==> src/rtl/exc_entry_pkg.sv <==
package exc_entry_pkg;

    localparam int XLEN   = 32;
    localparam int CODE_W = 5;
    localparam int DBG_W  = 6;

    localparam int CAUSE_BD_BIT   = 31;
    localparam int CAUSE_CODE_LO  = 2;
    localparam int STATUS_CU0_BIT = 28;
    localparam int STATUS_BEV_BIT = 22;

    typedef enum logic [3:0] {
        EK_GENERAL = 4'd0,
        EK_EXT_INT = 4'd1,
        EK_RESET   = 4'd2,
        EK_DBG_SS  = 4'd3,
        EK_DBG_INT = 4'd4,
        EK_DBG_IB  = 4'd5,
        EK_DBG_BP  = 4'd6,
        EK_DBG_DBS = 4'd7,
        EK_DBG_DBL = 4'd8
    } exc_kind_e;

    typedef enum logic [1:0] {
        PATH_NONE   = 2'd0,
        PATH_NORMAL = 2'd1,
        PATH_ERROR  = 2'd2,
        PATH_DEBUG  = 2'd3
    } entry_path_e;

    typedef struct packed {
        entry_path_e       path;
        logic [CODE_W-1:0] code;
        logic [DBG_W-1:0]  dbg_bit;
        logic              no_adjust;
    } entry_dec_t;

    function automatic logic [XLEN-1:0] reset_status_word();
        logic [XLEN-1:0] w;
        w = '0;
        w[STATUS_CU0_BIT] = 1'b1;
        w[STATUS_BEV_BIT] = 1'b1;
        return w;
    endfunction

endpackage

==> src/rtl/exc_classify.sv <==
module exc_classify
    import exc_entry_pkg::*;
#(
    parameter int KIND_W = 4
) (
    input  logic              valid,
    input  logic [KIND_W-1:0] kind,
    input  logic [CODE_W-1:0] code_in,
    input  logic              in_debug,
    output entry_dec_t        dec
);
    localparam int DBG_FIRST = int'(EK_DBG_SS);

    always_comb begin
        dec = '{path: PATH_NONE, code: '0, dbg_bit: '0, no_adjust: 1'b0};
        if (valid) begin
            if (kind == KIND_W'(EK_GENERAL)) begin
                dec.path = PATH_NORMAL;
                dec.code = code_in;
            end else if (kind == KIND_W'(EK_EXT_INT)) begin
                if (in_debug) begin
                    dec.path = PATH_DEBUG;
                    dec.dbg_bit[int'(EK_DBG_INT) - DBG_FIRST] = 1'b1;
                end else begin
                    dec.path = PATH_NORMAL;
                    dec.code = '0;
                end
            end else if (kind == KIND_W'(EK_RESET)) begin
                dec.path = PATH_ERROR;
            end else begin
                for (int b = 0; b < DBG_W; b++) begin
                    if (kind == KIND_W'(DBG_FIRST + b)) begin
                        dec.path       = PATH_DEBUG;
                        dec.dbg_bit[b] = 1'b1;
                    end
                end
                dec.no_adjust = (kind == KIND_W'(EK_DBG_SS));
            end
        end
    end

endmodule

==> src/rtl/exc_ret_addr.sv <==
module exc_ret_addr #(
    parameter int AW         = 32,
    parameter int INSN_BYTES = 4
) (
    input  logic [AW-1:0] pc,
    input  logic          in_slot,
    input  logic          no_adjust,
    output logic [AW-1:0] ret
);
    localparam logic [AW-1:0] STEP = AW'(INSN_BYTES);

    always_comb begin
        if (in_slot && !no_adjust) ret = pc - STEP;
        else                       ret = pc;
    end

endmodule

==> src/rtl/exc_vector_sel.sv <==
module exc_vector_sel
    import exc_entry_pkg::*;
#(
    parameter int            AW        = 32,
    parameter logic [AW-1:0] VEC_RESET = 32'hBFC0_0000,
    parameter logic [AW-1:0] VEC_BOOT  = 32'hBFC0_0380,
    parameter logic [AW-1:0] VEC_NORM  = 32'h8000_0180,
    parameter logic [AW-1:0] VEC_DEBUG = 32'hBFC0_0480
) (
    input  entry_path_e   path,
    input  logic          boot_vec_en,
    output logic [AW-1:0] vec
);
    always_comb begin
        unique case (path)
            PATH_ERROR:  vec = VEC_RESET;
            PATH_DEBUG:  vec = VEC_DEBUG;
            PATH_NORMAL: vec = boot_vec_en ? VEC_BOOT : VEC_NORM;
            default:     vec = '0;
        endcase
    end

endmodule

==> src/rtl/exc_entry_ctrl.sv <==
module exc_entry_ctrl
    import exc_entry_pkg::*;
#(
    parameter int               AW        = XLEN,
    parameter int               KIND_W    = 4,
    parameter logic [XLEN-1:0]  VEC_RESET = 32'hBFC0_0000,
    parameter logic [XLEN-1:0]  VEC_BOOT  = 32'hBFC0_0380,
    parameter logic [XLEN-1:0]  VEC_NORM  = 32'h8000_0180,
    parameter logic [XLEN-1:0]  VEC_DEBUG = 32'hBFC0_0480
) (
    input  logic              clk,
    input  logic              rst,
    input  logic              exc_valid,
    input  logic [KIND_W-1:0] exc_kind,
    input  logic [CODE_W-1:0] exc_code,
    input  logic [AW-1:0]     pc,
    input  logic              in_delay_slot,
    output logic [AW-1:0]     epc,
    output logic [AW-1:0]     error_epc,
    output logic [AW-1:0]     depc,
    output logic [AW-1:0]     cause,
    output logic [AW-1:0]     status,
    output logic [DBG_W-1:0]  debug_cause,
    output logic              exl,
    output logic              erl,
    output logic              dm,
    output logic              watch_clr,
    output logic              redirect,
    output logic [AW-1:0]     redirect_vec
);
    localparam int CODE_HI = CAUSE_CODE_LO + CODE_W - 1;

    entry_dec_t    dec;
    logic [AW-1:0] ret_addr;
    logic [AW-1:0] vec_next;

    exc_classify #(.KIND_W(KIND_W)) u_classify (
        .valid    (exc_valid),
        .kind     (exc_kind),
        .code_in  (exc_code),
        .in_debug (dm),
        .dec      (dec)
    );

    exc_ret_addr #(.AW(AW), .INSN_BYTES(4)) u_ret (
        .pc        (pc),
        .in_slot   (in_delay_slot),
        .no_adjust (dec.no_adjust),
        .ret       (ret_addr)
    );

    exc_vector_sel #(
        .AW(AW), .VEC_RESET(VEC_RESET), .VEC_BOOT(VEC_BOOT),
        .VEC_NORM(VEC_NORM), .VEC_DEBUG(VEC_DEBUG)
    ) u_vec (
        .path        (dec.path),
        .boot_vec_en (status[STATUS_BEV_BIT]),
        .vec         (vec_next)
    );

    always_ff @(posedge clk) begin
        if (rst) begin
            epc          <= '0;
            error_epc    <= '0;
            depc         <= '0;
            cause        <= '0;
            status       <= '0;
            debug_cause  <= '0;
            exl          <= 1'b0;
            erl          <= 1'b0;
            dm           <= 1'b0;
            watch_clr    <= 1'b0;
            redirect     <= 1'b0;
            redirect_vec <= '0;
        end else begin
            redirect     <= (dec.path != PATH_NONE);
            redirect_vec <= vec_next;
            watch_clr    <= (dec.path == PATH_ERROR);
            unique case (dec.path)
                PATH_NORMAL: begin
                    epc                        <= ret_addr;
                    cause[CODE_HI:CAUSE_CODE_LO] <= dec.code;
                    cause[CAUSE_BD_BIT]        <= in_delay_slot;
                    exl                        <= 1'b1;
                end
                PATH_ERROR: begin
                    error_epc <= ret_addr;
                    status    <= reset_status_word();
                    erl       <= 1'b1;
                    exl       <= 1'b0;
                    dm        <= 1'b0;
                end
                PATH_DEBUG: begin
                    depc        <= ret_addr;
                    debug_cause <= debug_cause | dec.dbg_bit;
                    dm          <= 1'b1;
                end
                default: ;
            endcase
        end
    end

endmodule

==> config.mk <==
export PLATFORM = sky130hd
export DESIGN_NAME = exc_entry_ctrl
export DESIGN_NICKNAME = d
export VERILOG_FILES = /design/src/rtl/exc_entry_pkg.sv /design/src/rtl/exc_classify.sv /design/src/rtl/exc_ret_addr.sv /design/src/rtl/exc_vector_sel.sv /design/src/rtl/exc_entry_ctrl.sv
export SDC_FILE = /design/constraint.sdc
export NUM_CORES = 1
export LEC_CHECK = 0
export ABC_CLOCK_PERIOD_IN_PS = 5350
export BUFFER_PORTS_ARGS = -buffer_cell sky130_fd_sc_hd__clkbuf_2
export CORE_MARGIN = 3
export CORE_UTILIZATION = 42
export DETAILED_ROUTE_END_ITERATION = 6
export GPL_ROUTABILITY_DRIVEN = 0
export GPL_TIMING_DRIVEN = 0
export MAX_ROUTING_LAYER = met4
export PLACE_DENSITY_LB_ADDON = 0.15
export SYNTH_ARGS = -nofsm -noshare
export SYNTH_HDL_FRONTEND = slang
export SYNTH_SLANG_ARGS = --single-unit
==> constraint.sdc <==
create_clock -name clk -period 5.35 [get_ports clk]
set_input_delay 0.535 -clock clk [delete_from_list [all_inputs] [get_ports clk]]
set_output_delay 0.535 -clock clk [all_outputs]
set_load 0.02 [all_outputs]
## Word-level counts from Yosys, hierarchy flattened

Cells that the tools add are included.

- Flip-flop bits (word level): 146
- Input port bits: 45
- Output and inout port bits: 203

- Multiplexer cells: 28
- Reduce and logical (&&, ||, !) cells: 6
- Bitwise gates (word level): 1
- Add/subtract/negate cells: 1
- Equality and inequality tests: 11

Operator list:

| cell | count |
|---|---|
| 32-bit case mux with 3 select lines | 1 |
| 32-bit two-way mux | 1 |
| 32-bit by 3-bit subtractor with 32-bit output (second input constant) | 1 |
| 30-bit two-way mux | 1 |
| 7-bit two-way mux | 3 |
| 2-bit two-way mux | 10 |
| 4-bit by 3-bit == test with 1-bit output (second input constant) | 4 |
| 14-bit two-way mux | 1 |
| 4-bit by 2-bit == test with 1-bit output (second input constant) | 2 |
| 1-bit two-way mux | 8 |
| 6-bit OR | 1 |
| 2-bit nonzero test | 3 |
| 2-bit == test (second input constant) | 2 |
| 4-bit by 1-bit == test with 1-bit output (second input constant) | 1 |
| 4-bit == test (second input constant) | 1 |
| 4-bit logical NOT | 1 |
| 4-bit two-way mux | 1 |
| 1-bit case mux with 2 select lines | 2 |
| 2-bit by 1-bit == test with 1-bit output (second input constant) | 1 |
| 1-bit logical AND | 1 |
| 1-bit logical NOT | 1 |

## Depth between registers and ports, before layout

- Word-level depth: 14
- Depth in mapped cells: 11

## By module

From an unflattened synthesis, not the netlist that was laid out.

- Cells, all modules: 656
- Area total of the unflattened synthesis: 6571.3 sq um

By module, submodules not included:

| module | area an instance (sq um) | cells each | instances | sequential area each (sq um) |
|---|---|---|---|---|
| exc_entry_ctrl | 5351.4 | 498 | 1 | 2902.8 |
| exc_ret_addr | 760.7 | 92 | 1 | 0.0 |
| exc_vector_sel | 244.0 | 33 | 1 | 0.0 |
| exc_classify | 215.2 | 33 | 1 | 0.0 |

## Worst setup path after synthesis

OpenSTA, ideal clock, no wires.

- Kind: in2reg
- From: in exc_kind[2]
- To: reg epc[21]
- Arrival: 2.497 ns
- Stages on the path: 9
- Setup time: 0.086 ns
- Slack: 2.768 ns
- Buffers on the path: 4
- Cells stage by stage: buf_4 or3_1 a211oi_1 inv_1 ha_1 clkbuf_1 clkbuf_1 clkbuf_1 a211oi_1

- Word-level cells in the longest chain between the ends: 12
- Elaborated cells between the ends (all ways): 26

Ends and longest elaborated chain:

| what | RTL line | RTL |
|---|---|---|
| start, declared | exc_entry_ctrl.sv:14 | `input logic [KIND_W-1:0] exc_kind,` |
| 4-bit by 2-bit == test with 1-bit output | exc_classify.sv:32, exc_classify.sv:37 |  |
| 2-bit two-way mux (6 in a row) | exc_classify.sv:32 | `if (kind == KIND_W'(DBG_FIRST + b)) begin` |
| 2-bit two-way mux | exc_classify.sv:28 | `end else if (kind == KIND_W'(EK_RESET)) begin` |
| 2-bit two-way mux | exc_classify.sv:20 | `end else if (kind == KIND_W'(EK_EXT_INT)) begin` |
| 7-bit two-way mux | exc_classify.sv:17 | `if (kind == KIND_W'(EK_GENERAL)) begin` |
| 14-bit two-way mux * | exc_classify.sv:16 | `if (valid) begin` |
| 2-bit by 1-bit == test with 1-bit output | exc_entry_ctrl.sv:79 | `unique case (dec.path)` |
| end signal, assigned | exc_entry_ctrl.sv:81 | `epc <= ret_addr;` |
| end, declared | exc_entry_ctrl.sv:18 | `output logic [AW-1:0] epc,` |

Mark *: on every way between the ends. The rest lies on a longest branch, timed or not.
A chain may end at the register's enable or synchronous reset.

## Final worst setup path

- From: reg dm
- To: reg epc[4]

- Word-level cells in the longest chain between the ends: 5

Ends and longest elaborated chain:

| what | RTL line | RTL |
|---|---|---|
| start, declared | exc_entry_ctrl.sv:26 | `output logic dm,` |
| start signal, assigned | exc_entry_ctrl.sv:71 | `dm <= 1'b0;` |
| start signal, assigned | exc_entry_ctrl.sv:91 | `dm <= 1'b0;` |
| start signal, assigned | exc_entry_ctrl.sv:96 | `dm <= 1'b1;` |
| 2-bit two-way mux | exc_classify.sv:21 | `if (in_debug) begin` |
| 2-bit two-way mux | exc_classify.sv:20 |  |
| 7-bit two-way mux | exc_classify.sv:17 |  |
| 14-bit two-way mux | exc_classify.sv:16 |  |
| 2-bit by 1-bit == test with 1-bit output | exc_entry_ctrl.sv:79 |  |

Every way passes these cells.

==> metrics.txt <==
post-DR vias/cell=4.73; Top FF cell, synth=sky130_fd_sc_hd__dfxtp_1; placed wire-length estimate=roughly 12000 µm; detailed-route wire length=around 16000 µm; count of inserted antenna diode cells=0; path type of the worst min-delay path=in -> reg; hold depth=3; via count=approximately 5000; TritonCTS clock tree=built; Cell Count, Final, Fillers Out=approximately 1100; final instance area=0.00746 mm²; Critical Path, Cell by Cell=a2111oi_0 > a211oi_1 > inv_1 > ha_1 > clkbuf_1 > clkbuf_1 > clkbuf_1 > a211oi_1; post-route setup TNS=0 ns; number of instances in the synthesized netlist=~600; Critical-path top delay cell=sky130_fd_sc_hd__clkbuf_1; via count of the first global-routing pass=between 4000 and 5000; buffer count from post-CTS setup fixing=0; maximum number of pins on one net before global-route repair=17; final net count=slightly above 900; clock skew after layout=about 0.0070 ns; Worst Reg2Reg Path Length in Cells=8; Boundary Pins=around 250; placed cell area=about 0.0068 mm²; final setup vio count=0; TritonCTS Sinks=between 100 and 150; run status=complete, no violations; relative slew slack=a little over half; clock root cell=sky130_fd_sc_hd__clkbuf_16; Area Overhead vs Synth=36.3%; Die Height=around 120 µm; core footprint=between 0.01 and 0.015 mm²; pre-CTS setup slack=1.93 ns; PnR worst setup slack=2.22 ns; maximum frequency from static timing analysis=roughly 320 MHz; Initial Util=between 40% and 50%; First DRT Iteration DRCs=approximately 270; total clock buffers created by CTS=17; count of nets left with antenna violations after detail routing=0; clock-pin slew reported for the worst setup and hold paths after clock tree synthesis=roughly 0.060 ns; transition time at the pin with the least slew margin=0.695 ns; Max H-tree Level=4; fin. max-slew vios=0; number of enable flip-flop cells after synthesis=0; main area contributors after synthesis=sky130_fd_sc_hd__dfxtp_1, sky130_fd_sc_hd__a211oi_1, sky130_fd_sc_hd__buf_4; final critical-path required period=approximately 3.1 ns; data required time at the worst endpoint=5.60 ns; async set-or-reset flop fraction in the synthesized netlist=0%; hold violation total from the final report=0; largest fanout of any net on the critical path=10; leakage power summed over all cells=3.32 nW; critical setup path kind=reg -> reg; count of placed standard cells including taps=1019; GR Overflow Total=0; number of maximum-capacitance violations=0; worst skew pair latency=a little over 0.4 ns; area of the die=roughly 0.014 mm²; Yosys warnings=0; maximum buffer depth of the clock tree=2; Overall Global Routing Usage=22.6%; die width=120 µm; unrepaired setup endpoints after global routing=false; arrival time of the worst setup path=between 3 and 4 ns; routed len/inst=15.4 µm; wire length of the first global-routing pass=25000 µm; maximum ir drop on the vdd rail=between 0.2 and 0.25 mV; slowest stage delay, CP=0.56 ns; # port buffers=169; post-route fraction of the period consumed by the critical path=about three fifths; Yosys cell types=39; count of fill cells added during filler insertion=1143; initial antenna violation count=0; logic depth of the worst path, buffers included=8; Synth area leader=sky130_fd_sc_hd__dfxtp_1; CTS-repair resized insts=0; fraction of final layout cells with drive strength greater than 1=about a third; buffer and inverter count on the worst path=4; post-route DRC violation count=0; number of placement rows=approximately 40; pwr/cell area=~350 mW/mm²; post-synthesis register bit count=119; CTS hold repair buffers=0; Pre-Repair DR Iteration Count=5; post-synthesis cell area=about 0.0055 mm²; critical path's top delay family=buffers and inverters; Worst Setup End Kind=register; Critical Path Start Type=register; post-synth top area share=a little over two fifths; share of the yosys chip area belonging to registers=43.5%; cell type with the highest occurrence count on the critical path=sky130_fd_sc_hd__clkbuf_1; average size of a mapped cell=between 9 and 10 µm²; post-route worst hold slack=roughly 0.36 ns
==> worst register-to-register path: cells and delay by family (launching register included) <==
| family | cells | cell delay (ns) |
|---|---|---|
| fa+ha+maj | 1 | 0.17 |
| flops | 1 | 0.34 |
| buf+inv | 4 | 1.58 |
| compound gates | 3 | 0.89 |
==> power by group <==
part	leakage [nW]	total (mW)	switching [mW]	internal, mW
combinational	2.03	0.416	0.272	0.144
clock	0.311	1.24	0.426	0.810
sequential	0.973	0.964	0.0281	0.936
total	3.32	2.62	0.726	1.89
==> final timing paths <==
path | from | to | slack (ns)
worst max-delay path | dm$_SDFFE_PP0P_ | epc[4]$_SDFFE_PP0N_ | 2.22
worst min-delay path | exc_code[0] | cause[2]$_SDFFE_PP0N_ | 0.36
worst max register to register | dm$_SDFFE_PP0P_ | epc[4]$_SDFFE_PP0N_ | 2.22
worst min register to register | debug_cause[1]$_SDFFE_PP0P_ | debug_cause[1]$_SDFFE_PP0P_ | 0.48
==> final cells by class <==
type                       count  area [µm²]  area share, %
clock inverter                13         193           2.58
inverter                       8        30.0          0.403
buffer                       124         801           10.7
clock buffer                  19         453           6.07
timing repair buffer         169         846           11.3
tap                          172         215           2.89
sequential                   119        2380           32.0
multi-input combinational    427        2540           34.0
==> registers in the layout, summed over array words and instances, names as in the netlist <==
name	cells
depc	32
epc	32
error_epc	32
cause	6
debug_cause	6
redirect_vec	6
dm	1
exl	1
redirect	1
status	1
watch_clr	1
==> per-stage QoR <==
stage          power (mW)  utilization (%)
5_1_grt              2.71             58.8
3_3_place_gp         1.39             53.7
4_1_cts              2.63             58.8
2_1_floorplan        1.27                -
3_5_place_dp         1.40             53.7
6_report             2.62             58.8
==> cell usage after synthesis, types with 4 or more instances <==
cell	number
sky130_fd_sc_hd__nor2b_1	8
sky130_fd_sc_hd__buf_1	4
sky130_fd_sc_hd__clkbuf_1	31
sky130_fd_sc_hd__or3_1	4
sky130_fd_sc_hd__mux2i_1	9
sky130_fd_sc_hd__nor2_1	135
sky130_fd_sc_hd__dfxtp_1	119
sky130_fd_sc_hd__buf_4	87
sky130_fd_sc_hd__nand2_1	9
sky130_fd_sc_hd__a21oi_1	8
sky130_fd_sc_hd__inv_1	8
sky130_fd_sc_hd__nor3_1	9
sky130_fd_sc_hd__a211oi_1	93
sky130_fd_sc_hd__nor4_2	10
sky130_fd_sc_hd__ha_1	7
sky130_fd_sc_hd__xnor2_1	27
==> cell usage in the layout (no fill, tap or decap), types with 4 or more instances in the layout <==
cell type and count:
sky130_fd_sc_hd__clkbuf_2 169, sky130_fd_sc_hd__dfxtp_1 119, sky130_fd_sc_hd__ha_1 7, sky130_fd_sc_hd__nor4_2 10
sky130_fd_sc_hd__clkbuf_16 17, sky130_fd_sc_hd__a21oi_1 8, sky130_fd_sc_hd__xnor2_1 27, sky130_fd_sc_hd__conb_1 75
sky130_fd_sc_hd__nor2b_1 8, sky130_fd_sc_hd__inv_1 8, sky130_fd_sc_hd__nor2_1 135, sky130_fd_sc_hd__nor3_1 9
sky130_fd_sc_hd__or3_1 4, sky130_fd_sc_hd__bufinv_16 4, sky130_fd_sc_hd__buf_1 4, sky130_fd_sc_hd__clkbuf_1 31
sky130_fd_sc_hd__buf_4 87, sky130_fd_sc_hd__a211oi_1 93, sky130_fd_sc_hd__mux2i_1 9, sky130_fd_sc_hd__nand2_1 9
==> kinds of logic after synthesis <==
kind of cell	Yosys count	synth area share, %
compound gates	110	14.8
xor+xnor	29	4.64
fa+ha+maj	7	1.60
buf+inv	132	15.2
flops	119	43.5
mux	9	1.65
other cells	1	0.0685
simple gates	197	18.5
==> layer usage <==
layer	wire, µm	track usage [%]	vias up	share of wire (%)
li1	-	-	2462	-
met1	6850	27.6	2280	42
met2	7780	36.5	196	48
met3	1110	5.04	30	6.9
met4	402	8.73	0	2.5
met5	0	-	-	0
Power figures use the tool's default switching activity.
